### src/rtl/exu_pkg.sv
package exu_pkg;
  localparam int unsigned XLEN  = 32;
  localparam int unsigned IMM_W = 16;

  typedef enum logic [2:0] {
    OP_ADD  = 3'd0,
    OP_SUB  = 3'd1,
    OP_ADDI = 3'd2,
    OP_LHI  = 3'd3,
    OP_SLLI = 3'd4,
    OP_SLT  = 3'd5,
    OP_LD   = 3'd6,
    OP_ST   = 3'd7
  } exu_op_e;
endpackage

### src/rtl/exu_imm_ext.sv
module exu_imm_ext #(
  parameter int unsigned XLEN  = 32,
  parameter int unsigned IMM_W = 16
) (
  input  logic [IMM_W-1:0] imm_i,
  output logic [XLEN-1:0]  sext_o,
  output logic [XLEN-1:0]  high_o
);
  localparam int unsigned PAD_W = XLEN - IMM_W;

  assign sext_o = {{PAD_W{imm_i[IMM_W-1]}}, imm_i};
  assign high_o = {imm_i, {PAD_W{1'b0}}};

  always_comb begin
    a_r4_high_low_zero: assert (high_o[PAD_W-1:0] == '0)
      else $error("load-high value has nonzero low bits");
  end
endmodule

### src/rtl/exu_adder.sv
module exu_adder #(
  parameter int unsigned XLEN = 32
) (
  input  logic [XLEN-1:0] a_i,
  input  logic [XLEN-1:0] b_i,
  input  logic            sub_i,
  output logic [XLEN-1:0] sum_o,
  output logic            lt_o
);
  logic [XLEN-1:0] b_eff;

  assign b_eff = sub_i ? ~b_i : b_i;
  assign sum_o = a_i + b_eff + {{(XLEN-1){1'b0}}, sub_i};
  // signed less-than from the difference; sign mismatch decides directly
  assign lt_o  = (a_i[XLEN-1] ^ b_i[XLEN-1]) ? a_i[XLEN-1] : sum_o[XLEN-1];

  always_comb begin
    a_r6_lt_signed: assert (!sub_i || (lt_o == ($signed(a_i) < $signed(b_i))))
      else $error("signed compare mismatch");
  end
endmodule

### src/rtl/exu_shifter.sv
module exu_shifter #(
  parameter int unsigned XLEN = 32
) (
  input  logic [XLEN-1:0]         val_i,
  input  logic [$clog2(XLEN)-1:0] shamt_i,
  output logic [XLEN-1:0]         val_o
);
  localparam int unsigned SH_W = $clog2(XLEN);

  logic [XLEN-1:0] stg [SH_W+1];

  assign stg[0] = val_i;
  for (genvar s = 0; s < SH_W; s++) begin : g_stage
    assign stg[s+1] = shamt_i[s] ? (stg[s] << (1 << s)) : stg[s];
  end
  assign val_o = stg[SH_W];

  always_comb begin
    a_r5_msb_from_src: assert (val_o[XLEN-1] == val_i[XLEN-1-shamt_i])
      else $error("shift output top bit mismatch");
  end
endmodule

### src/rtl/exu_int.sv
module exu_int
  import exu_pkg::*;
(
  input  logic [2:0]       op_i,
  input  logic [XLEN-1:0]  rs1_i,
  input  logic [XLEN-1:0]  rs2_i,
  input  logic [IMM_W-1:0] imm_i,
  output logic [XLEN-1:0]  result_o,
  output logic [XLEN-1:0]  ea_o,
  output logic             mem_o
);
  localparam int unsigned SH_W = $clog2(XLEN);

  exu_op_e         op;
  logic [XLEN-1:0] imm_sext, imm_high, add_b, sum, shl;
  logic            use_rs2, sub, lt, is_mem;

  assign op = exu_op_e'(op_i);

  exu_imm_ext #(.XLEN(XLEN), .IMM_W(IMM_W)) u_imm (
    .imm_i  (imm_i),
    .sext_o (imm_sext),
    .high_o (imm_high)
  );

  // one adder: reg-reg ops take rs2, immediate and address ops take the offset
  assign use_rs2 = (op == OP_ADD) || (op == OP_SUB) || (op == OP_SLT);
  assign sub     = (op == OP_SUB) || (op == OP_SLT);
  assign add_b   = use_rs2 ? rs2_i : imm_sext;

  exu_adder #(.XLEN(XLEN)) u_add (
    .a_i   (rs1_i),
    .b_i   (add_b),
    .sub_i (sub),
    .sum_o (sum),
    .lt_o  (lt)
  );

  exu_shifter #(.XLEN(XLEN)) u_shl (
    .val_i   (rs1_i),
    .shamt_i (imm_i[SH_W-1:0]),
    .val_o   (shl)
  );

  assign is_mem = (op == OP_LD) || (op == OP_ST);
  assign mem_o  = is_mem;
  assign ea_o   = is_mem ? sum : '0;

  always_comb begin
    unique case (op)
      OP_ADD, OP_SUB, OP_ADDI: result_o = sum;
      OP_LHI:                  result_o = imm_high;
      OP_SLLI:                 result_o = shl;
      OP_SLT:                  result_o = {{(XLEN-1){1'b0}}, lt};
      default:                 result_o = '0;
    endcase
  end

  always_comb begin
    a_r6_slt_boolean: assert (op != OP_SLT || result_o[XLEN-1:1] == '0)
      else $error("set-less-than wider than one bit");
    a_r7_mem_no_wb: assert (!is_mem || result_o == '0)
      else $error("memory op drives write-back");
    a_r7_ea_offset: assert (!mem_o || (ea_o - rs1_i) == imm_sext)
      else $error("effective address offset mismatch");
    a_r8_ea_idle: assert (mem_o || ea_o == '0)
      else $error("address driven on non-memory op");
    a_r4_lhi_top: assert (op != OP_LHI || result_o[XLEN-1 -: IMM_W] == imm_i)
      else $error("load-high top half mismatch");
  end
endmodule

### config.mk
export PLATFORM = sky130hd
export DESIGN_NAME = exu_int
export DESIGN_NICKNAME = d
export VERILOG_FILES = /design/src/rtl/exu_pkg.sv /design/src/rtl/exu_imm_ext.sv /design/src/rtl/exu_adder.sv /design/src/rtl/exu_shifter.sv /design/src/rtl/exu_int.sv
export SDC_FILE = /design/constraint.sdc
export NUM_CORES = 1
export LEC_CHECK = 0
export BUFFER_PORTS_ARGS = -buffer_cell sky130_fd_sc_hd__buf_2
export CAP_MARGIN = 20
export CELL_PAD_IN_SITES_DETAIL_PLACEMENT = 0
export CELL_PAD_IN_SITES_GLOBAL_PLACEMENT = 1
export CORE_ASPECT_RATIO = 2
export CORE_MARGIN = 5
export CORE_UTILIZATION = 32
export DETAILED_ROUTE_END_ITERATION = 8
export PLACE_DENSITY = 0.78
export SETUP_SLACK_MARGIN = 0.3
export SLEW_MARGIN = 5
export SYNTH_ARGS = -nofsm -noshare
export SYNTH_HDL_FRONTEND = slang
export SYNTH_SLANG_ARGS = --single-unit
### constraint.sdc
create_clock -name vclk -period 10.7
set_input_delay 2.14 -clock vclk [all_inputs]
set_output_delay 2.14 -clock vclk [all_outputs]
set_load 0.02 [all_outputs]
==> results of run 1 <==
==> cell families (layout without fill, tap and decap cells) <==
logic type               after synthesis  in the layout  share of synthesized area, %
multiplexers                          68             68                          18.8
adder cells (fa/ha/maj)               33             33                          9.11
AO/OA/AOI/OAI                        210            210                          31.3
XOR/XNOR                              58             58                          11.1
buffers and inverters                 68            170                          6.22
AND/OR/NAND/NOR                      232            232                          23.4
==> final cells by class <==
class,instances,share of cell area [%]
multi-input combinational,601,79.8
tap,192,4.44
timing repair buffer,155,14.7
inverter,15,1.04
==> metal layers <==
metal	vias to the layer above	GRT usage, %
li1	2696	-
met1	2560	27.2
met2	236	40.2
met3	25	1.67
met4	0	3.55
met5	-	0
==> power breakdown <==
group          total, mW  switching, mW  internal (mW)
Combinational      0.507          0.316          0.191
Sequential             0              0              0
Clock                  0              0              0
==> worst max path at each step <==
| stage | from | to | slack, ns | cells after the start |
|---|---|---|---|---|
| 2_1_floorplan | op_i[2] | result_o[0] | 2.92 | 17 |
| 3_3_place_gp | op_i[0] | ea_o[30] | 2.29 | 17 |
| 3_5_place_dp | op_i[0] | ea_o[30] | 2.24 | 17 |
| 4_1_cts | op_i[0] | ea_o[30] | 2.20 | 17 |
| 5_1_grt | op_i[0] | result_o[0] | 1.85 | 18 |
| 6_report | op_i[0] | ea_o[30] | 2.17 | 17 |
==> stage by stage <==
step | std cells | utilization [%] | cell area (um2)
5_1_grt | 963 | 38.1 | 5410
3_5_place_dp | 963 | 38.1 | 5410
3_3_place_gp | 962 | 38.0 | 5400
2_1_floorplan | 669 | - | 4590
6_report | 963 | 38.1 | 5410
4_1_cts | 963 | 38.1 | 5410
==> cells in the final DEF (no fill, tap or decap), types with 7 or more instances in the layout <==
cell | netlist | layout
buf_2 | 9 | 148
nand2_1 | 74 | 74
nor2_1 | 67 | 67
a21oi_1 | 59 | 59
mux2i_1 | 47 | 47
xnor2_1 | 43 | 43
o21ai_0 | 38 | 38
ha_1 | 31 | 31
nor3_1 | 20 | 20
a21o_1 | 17 | 17
xor2_1 | 15 | 15
o22ai_1 | 15 | 15
mux4_2 | 14 | 14
nor2b_1 | 13 | 12
inv_1 | 12 | 12
nand3_1 | 11 | 11
a221oi_1 | 11 | 11
nand2b_1 | 9 | 9
o21a_1 | 8 | 8
a31oi_1 | 8 | 8
and2_1 | 7 | 7
a211oi_1 | 7 | 7
mux2_2 | 7 | 7
buf_4 | 3 | 7
==> worst min-delay path, cell delays in order <==
cell	delay, ns
buf_2	0.10
a221oi_1	0.08
o211ai_1	0.09
buf_2	0.17
==> metrics.txt, run 1 <==
WL final=19.0 mm; total power=507 uW; Largest delay share family, worst path=simple AND/OR/NAND/NOR gates; share of layout cells above drive strength 1=25.2%; Slew HR=29.2%; MaxCap Viol Count=0; CORE AREA=14200 um2; post-synthesis average cell area=6.86 um2; Critical Path RT=8.56 ns; Leak Pwr=2.47 nW; synth top area cells=mux2i_1, ha_1, xnor2_1; hold path start=imm_i[15]; Post-Syn Area=4590 um2; Layout fillers=1591; vias per cell=5.73; Residual DRC=0; Yosys top cell area share=10.3%; Sequential Area=0 um2; crit path max-delay cell type=nor2b_4; vias=5517; hold_ws=4.71 ns; RSZ-0062 raised after global routing=no; Max IR drop VDD=0.0484 mV; M1 WL=7.72 mm; routed wl met2=9.62 mm; Initial DRT Pass Iterations=5; hold buffers post-CTS=0; type of the worst setup path=input pin to primary output; Tmin final=8.53 ns; Hold WC Path Type=input pin to primary output; Area growth syn-to-layout=17.8%; final setup margin=2.17 ns; CP endpoint kind=primary output; CP max FO=33; antenna cells=0; DR WL met3=1.28 mm; Remaining Overflow, GRT=0; routability cong.=0.946; cell taking the most area after synthesis=mux2i_1; # Post-CTS Setup Buffers=0; Syn Nets=784; most numerous cell in the Yosys netlist=nand2_1; run status=completed; Clock buffer cells=0; WHS Path Cells=4; Die Y=179 um; setup TNS=0 ns; fin crit share=79.8%; initial antenna violation count=0; GRT Total Usage=21.6%; Die X=94.7 um; top cells by count, synth=nand2_1, nor2_1, a21oi_1; first-pass GRT wire length=29.0 mm; antenna-violating nets left=0; area occupied by multi-input gates=4320 um2; Row Count=62; hold path endpoint=result_o[31]; worst slew pin tran=1.06 ns; vias in the first global route=5397; Nets=888; DP Worst Slack=2.24 ns; port bufs=148; CP arrival=6.39 ns; routed len/inst=19.7 um; die area=17000 um2; Power per Cell Area=93.8 nW/um2; maximum number of pins on one net before global-route repair=39; final hold violations=0; Syn Inst Count=669; Max Slew Vio Count=0; startpoint types=input pin; top layer in use=met4; f_max=117 MHz; crit path cell chain=buf_2, nand2b_1, nor2b_4, mux2i_1, xnor2_1, inv_1, fa_1, nor2b_1, o21a_1, o21ai_1, a21oi_2, nor3_1, o41ai_4, nand3_1, and3_1, o21a_1, buf_2; Syn. warnings=0; FFs & Latches=0; HPWL after DPL=15.5 mm; io pins=148; Starting Density=32.3%; count of cell types in the netlist=70; Critical Path Max Stage Delay=0.88 ns; Final setup viols=0; Post-CTS Resized=0; number of buffers and inverters on the critical path=3; DR iter-0 viols=431; post-synthesis sequential area ratio=0%
Power figures use the tool's default switching activity.
==> run 2: changes to the inputs <==
--- a/config.mk
+++ b/config.mk
@@ -13,7 +13,7 @@
 export CORE_MARGIN = 5
 export CORE_UTILIZATION = 32
 export DETAILED_ROUTE_END_ITERATION = 8
-export PLACE_DENSITY = 0.78
+export PLACE_DENSITY = 0.81
 export SETUP_SLACK_MARGIN = 0.3
 export SLEW_MARGIN = 5
 export SYNTH_ARGS = -nofsm -noshare
==> constraint.sdc (replaced) <==
create_clock -name vclk -period 7.46
set_input_delay 1.492 -clock vclk [all_inputs]
set_output_delay 1.492 -clock vclk [all_outputs]
set_load 0.02 [all_outputs]
==> run 2 against run 1 <==
Combinational power increased by 44%; count of clock-buffer cells in the layout unchanged; via count increased by 1.4%; global-route usage increased by 0.53 points; setup slack got worse by 1.5 ns; first-iteration DRC count decreased by 2.8%; cell count increased by 0.52%; critical path depth increased by 1; critical path type unchanged; utilization increased by 0.26 points.
==> metrics.txt, run 2 (synthesis results as in run 1) <==
run status=completed; Hold WC Path Type=input pin to primary output; Die X=94.7 um (unchanged); GRT Total Usage=22.2% (+0.53 points); final core occ=38.3% (+0.26 points); DR iter-0 viols=419 (-2.8%); CP arrival=5.34 ns (-1.05 ns); vias in the first global route=5519 (+2.3%); worst slew pin tran=1.12 ns (+0.0643 ns); Max Slew Vio Count=0 (unchanged); most frequent cells in the layout=buf_2, nand2_1, nor2_1; final setup margin=0.632 ns (-1.53 ns); CP max FO=14 (-58%); startpoint types=input pin; Clock buffer cells=0 (unchanged); CP endpoint kind=primary output; final hold violations=0 (unchanged); FFs & Latches=0 (unchanged); Die Y=179 um (unchanged); Max IR drop VDD=0.0750 mV (+55%); setup TNS=0 ns (unchanged); type of the worst setup path=input pin to primary output; vias per cell=5.78 (+0.87%); Critical Path RT=5.97 ns (-2.59 ns); CORE AREA=14200 um2 (unchanged); Nets=893 (+0.56%); HPWL after DPL=16.1 mm (+4.0%); antenna cells=0 (unchanged); fin crit share=91.5%; Initial DRT Pass Iterations=5 (unchanged); Remaining Overflow, GRT=0 (unchanged); Slew HR=25.1% (-4.1 points); Power per Cell Area=134 nW/um2 (+43%); routed len/inst=20.1 um (+2.1%); Residual DRC=0 (unchanged); Area growth syn-to-layout=18.6%; Tmin final=6.83 ns; RSZ-0062 raised after global routing=no; first-pass GRT wire length=29.6 mm (+2.1%); io pins=148 (unchanged); Starting Density=32.3% (unchanged); routability cong.=0.982 (+3.8%); # Post-CTS Setup Buffers=0 (unchanged); die area=17000 um2 (unchanged); Leak Pwr=2.49 nW (+1.0%); share of layout cells above drive strength 1=25.6% (+0.48 points); antenna-violating nets left=0 (unchanged); initial antenna violation count=0 (unchanged); vias=5594 (+1.4%); Sequential Area=0 um2 (unchanged); WL final=19.5 mm (+2.6%); maximum number of pins on one net before global-route repair=39 (unchanged); hold_ws=3.44 ns (-1.28 ns); commonest non-fill, non-tap cell in the layout=buf_2; Final setup viols=0 (unchanged); f_max=146 MHz; Row Count=62 (unchanged); MaxCap Viol Count=0 (unchanged); port bufs=148 (unchanged); Post-CTS Resized=0 (unchanged); hold buffers post-CTS=0 (unchanged); DP Worst Slack=0.674 ns (-1.57 ns)
[run 2: changes by cell type in the layout (fill, tap and decap cells not counted), sizes merged]
cell,previous run,this run
buf,155,160
[run 2: final cells by class]
| type | count | area (um2) |
|---|---|---|
| timing repair buffer | 160 | 831 |
| multi-input combinational | 601 | 4320 |
| inverter | 15 | 56.3 |
| tap | 192 | 240 |
| fill | 1572 | 8750 |
[run 2: final timing paths]
check	from	to	slack (ns)	depth (start not counted)
hold / removal	rs1_i[31]	result_o[0]	3.44	4
setup / recovery	op_i[0]	result_o[31]	0.63	18
[run 2: critical path, stage by stage]
cell	delay, ns
buf_2	0.11
nand2b_1	0.17
nor2b_4	0.35
buf_4	0.30
mux2i_1	0.28
xnor2_1	0.15
ha_1	0.28
o21ai_0	0.13
nor2_1	0.10
nor4_1	0.38
o41ai_2	0.14
buf_4	0.18
o31ai_4	0.22
a21oi_2	0.14
a221oi_4	0.39
mux2i_1	0.23
o211ai_1	0.10
buf_2	0.18
[run 2: power by group]
group / internal (mW) / leakage [nW] / switching (mW)
sequential: 0 / 0 / 0
combinational: 0.276 / 2.49 / 0.455
clock: 0 / 0 / 0
total: 0.276 / 2.49 / 0.455
[run 2: layer usage]
layer	vias to the layer above	wire length (um)	global-route usage, %
met5	-	0	0
met4	0	605	6.08
met3	34	1290	1.76
met2	274	9530	39.2
met1	2594	8040	28.5
li1	2692	-	-
[run 2: per-stage QoR]
stage	power [mW]	std cells	area (um2)
final	0.731	968	5440
after global routing	0.793	968	5440
after CTS	0.728	968	5440
after detailed placement	0.724	968	5440
after global placement	0.723	968	5440
after floorplan	0.516	669	4590
==> run 3: changes to the inputs <==
--- a/config.mk
+++ b/config.mk
@@ -13,7 +13,7 @@
 export CORE_MARGIN = 5
 export CORE_UTILIZATION = 32
 export DETAILED_ROUTE_END_ITERATION = 8
-export PLACE_DENSITY = 0.81
+export PLACE_DENSITY_LB_ADDON = 0.1
 export SETUP_SLACK_MARGIN = 0.3
 export SLEW_MARGIN = 5
 export SYNTH_ARGS = -nofsm -noshare
==> run 3 against run 2 <==
Hold slack lost 0.023 ns; setup slack gained 0.072 ns; first-iteration DRC count shrank 27%; sequential cell count is the same; die area is the same; fmax grew 1.1%; via count shrank 2.7%; design area grew 0.46%; sequential share of layout area is the same; power grew 0.32%; combinational power is essentially flat; critical path type unchanged; largest power group unchanged.
==> metrics.txt, run 3 (synthesis results as in run 1) <==
run status=completed; Max IR drop VDD=0.0583 mV (-22%); vias per cell=5.62 (-2.8%); final hold violations=0 (unchanged); Hold WC Path Type=input pin to primary output; Nets=894 (+0.11%); area occupied by multi-input gates=4320 um2 (+0.12%); Tmin final=6.76 ns (-0.0722 ns); setup TNS=0 ns (unchanged); Initial DRT Pass Iterations=4 (-1); first-pass GRT wire length=30.5 mm (+3.1%); maximum number of pins on one net before global-route repair=39 (unchanged); Sequential Area=0 um2 (unchanged); antenna-violating nets left=0 (unchanged); Post-CTS Resized=0 (unchanged); io pins=148 (unchanged); routed len/inst=20.7 um (+3.1%); CP max FO=9 (-5); Row Count=62 (unchanged); Clock buffer cells=0 (unchanged); MaxCap Viol Count=0 (unchanged); FFs & Latches=0 (unchanged); Starting Density=32.3% (unchanged); commonest non-fill, non-tap cell in the layout=buf_2; WL final=20.1 mm (+3.2%); vias=5445 (-2.7%); Remaining Overflow, GRT=0 (unchanged); DP Worst Slack=0.739 ns (+0.0649 ns); DR iter-0 viols=304 (-27%); Die X=94.7 um (unchanged); Power per Cell Area=134 nW/um2 (-0.14%); CORE AREA=14200 um2 (unchanged); startpoint types=input pin; Die Y=179 um (unchanged); GRT Total Usage=23.0% (+0.88 points); CP arrival=5.26 ns (-0.08 ns); Critical Path RT=5.97 ns (about the same); Leak Pwr=2.50 nW (+0.38%); final setup margin=0.704 ns (+0.0722 ns); HPWL after DPL=16.5 mm (+2.3%); routability cong.=0.929 (-5.4%); most frequent cells in the layout=buf_2, nand2_1, nor2_1; Slew HR=54.2% (+29 points); Final setup viols=0 (unchanged); type of the worst setup path=input pin to primary output; f_max=148 MHz (+1.1%); fin crit share=90.6% (-0.97 points); final core occ=38.5% (+0.18 points); worst slew pin tran=0.688 ns (-0.436 ns); # Post-CTS Setup Buffers=0 (unchanged); initial antenna violation count=0 (unchanged); Layout fillers=1627 (+3.5%); die area=17000 um2 (unchanged); CP endpoint kind=primary output; antenna cells=0 (unchanged); vias in the first global route=5482 (-0.67%); Area growth syn-to-layout=19.2%; hold buffers post-CTS=0 (unchanged); Residual DRC=0 (unchanged); port bufs=148 (unchanged); Max Slew Vio Count=0 (unchanged); RSZ-0062 raised after global routing=no; share of layout cells above drive strength 1=25.9% (+0.22 points)
run 3: stage by stage:
stage / total power, mW / std cells / hold WS (ns) / area (um2)
2_1_floorplan: 0.516 / 669 / 3.16 / 4590
3_3_place_gp: 0.737 / 969 / 3.42 / 5470
3_5_place_dp: 0.733 / 969 / 3.41 / 5470
4_1_cts: 0.737 / 969 / 3.42 / 5470
5_1_grt: 0.801 / 969 / 3.45 / 5470
6_report: 0.733 / 969 / 3.41 / 5470
run 3: final cells by class:
class | count | area share, %
inverters | 15 | 1.03
well taps | 192 | 4.39
repair buffers | 161 | 15.6
multi-input cells | 601 | 79.0
run 3: final timing paths:
check	startpoint	endpoint	slack [ns]	cells past startpoint
hold / removal	imm_i[15]	result_o[31]	3.41	4
setup / recovery	op_i[0]	ea_o[30]	0.70	18
run 3: per-layer routing:
| layer | vias up | track usage [%] | share of wire (%) |
|---|---|---|---|
| met5 | - | 0 | 0 |
| met4 | 0 | 4.76 | 2.6 |
| met3 | 21 | 1.55 | 3.9 |
| met2 | 153 | 43.1 | 52 |
| met1 | 2574 | 28.4 | 41 |
| li1 | 2697 | - | - |
run 3: power by group:
part | internal (mW) | total, mW | switching (mW)
Combinational | 0.278 | 0.733 | 0.456
Sequential | 0 | 0 | 0
Clock | 0 | 0 | 0
run 3: critical path: stages:
cell and delay, ns:
buf_2 0.12, nand2b_1 0.18, nor2b_4 0.17, buf_4 0.21, mux2i_1 0.23, xnor2_1 0.16
inv_1 0.09, fa_1 0.44, nor2b_1 0.13, o21a_1 0.15, o21ai_1 0.12, a21oi_2 0.37
nor3_1 0.16, o41ai_4 0.46, nand3_1 0.21, and3_1 0.24, o21a_1 0.18, buf_2 0.15
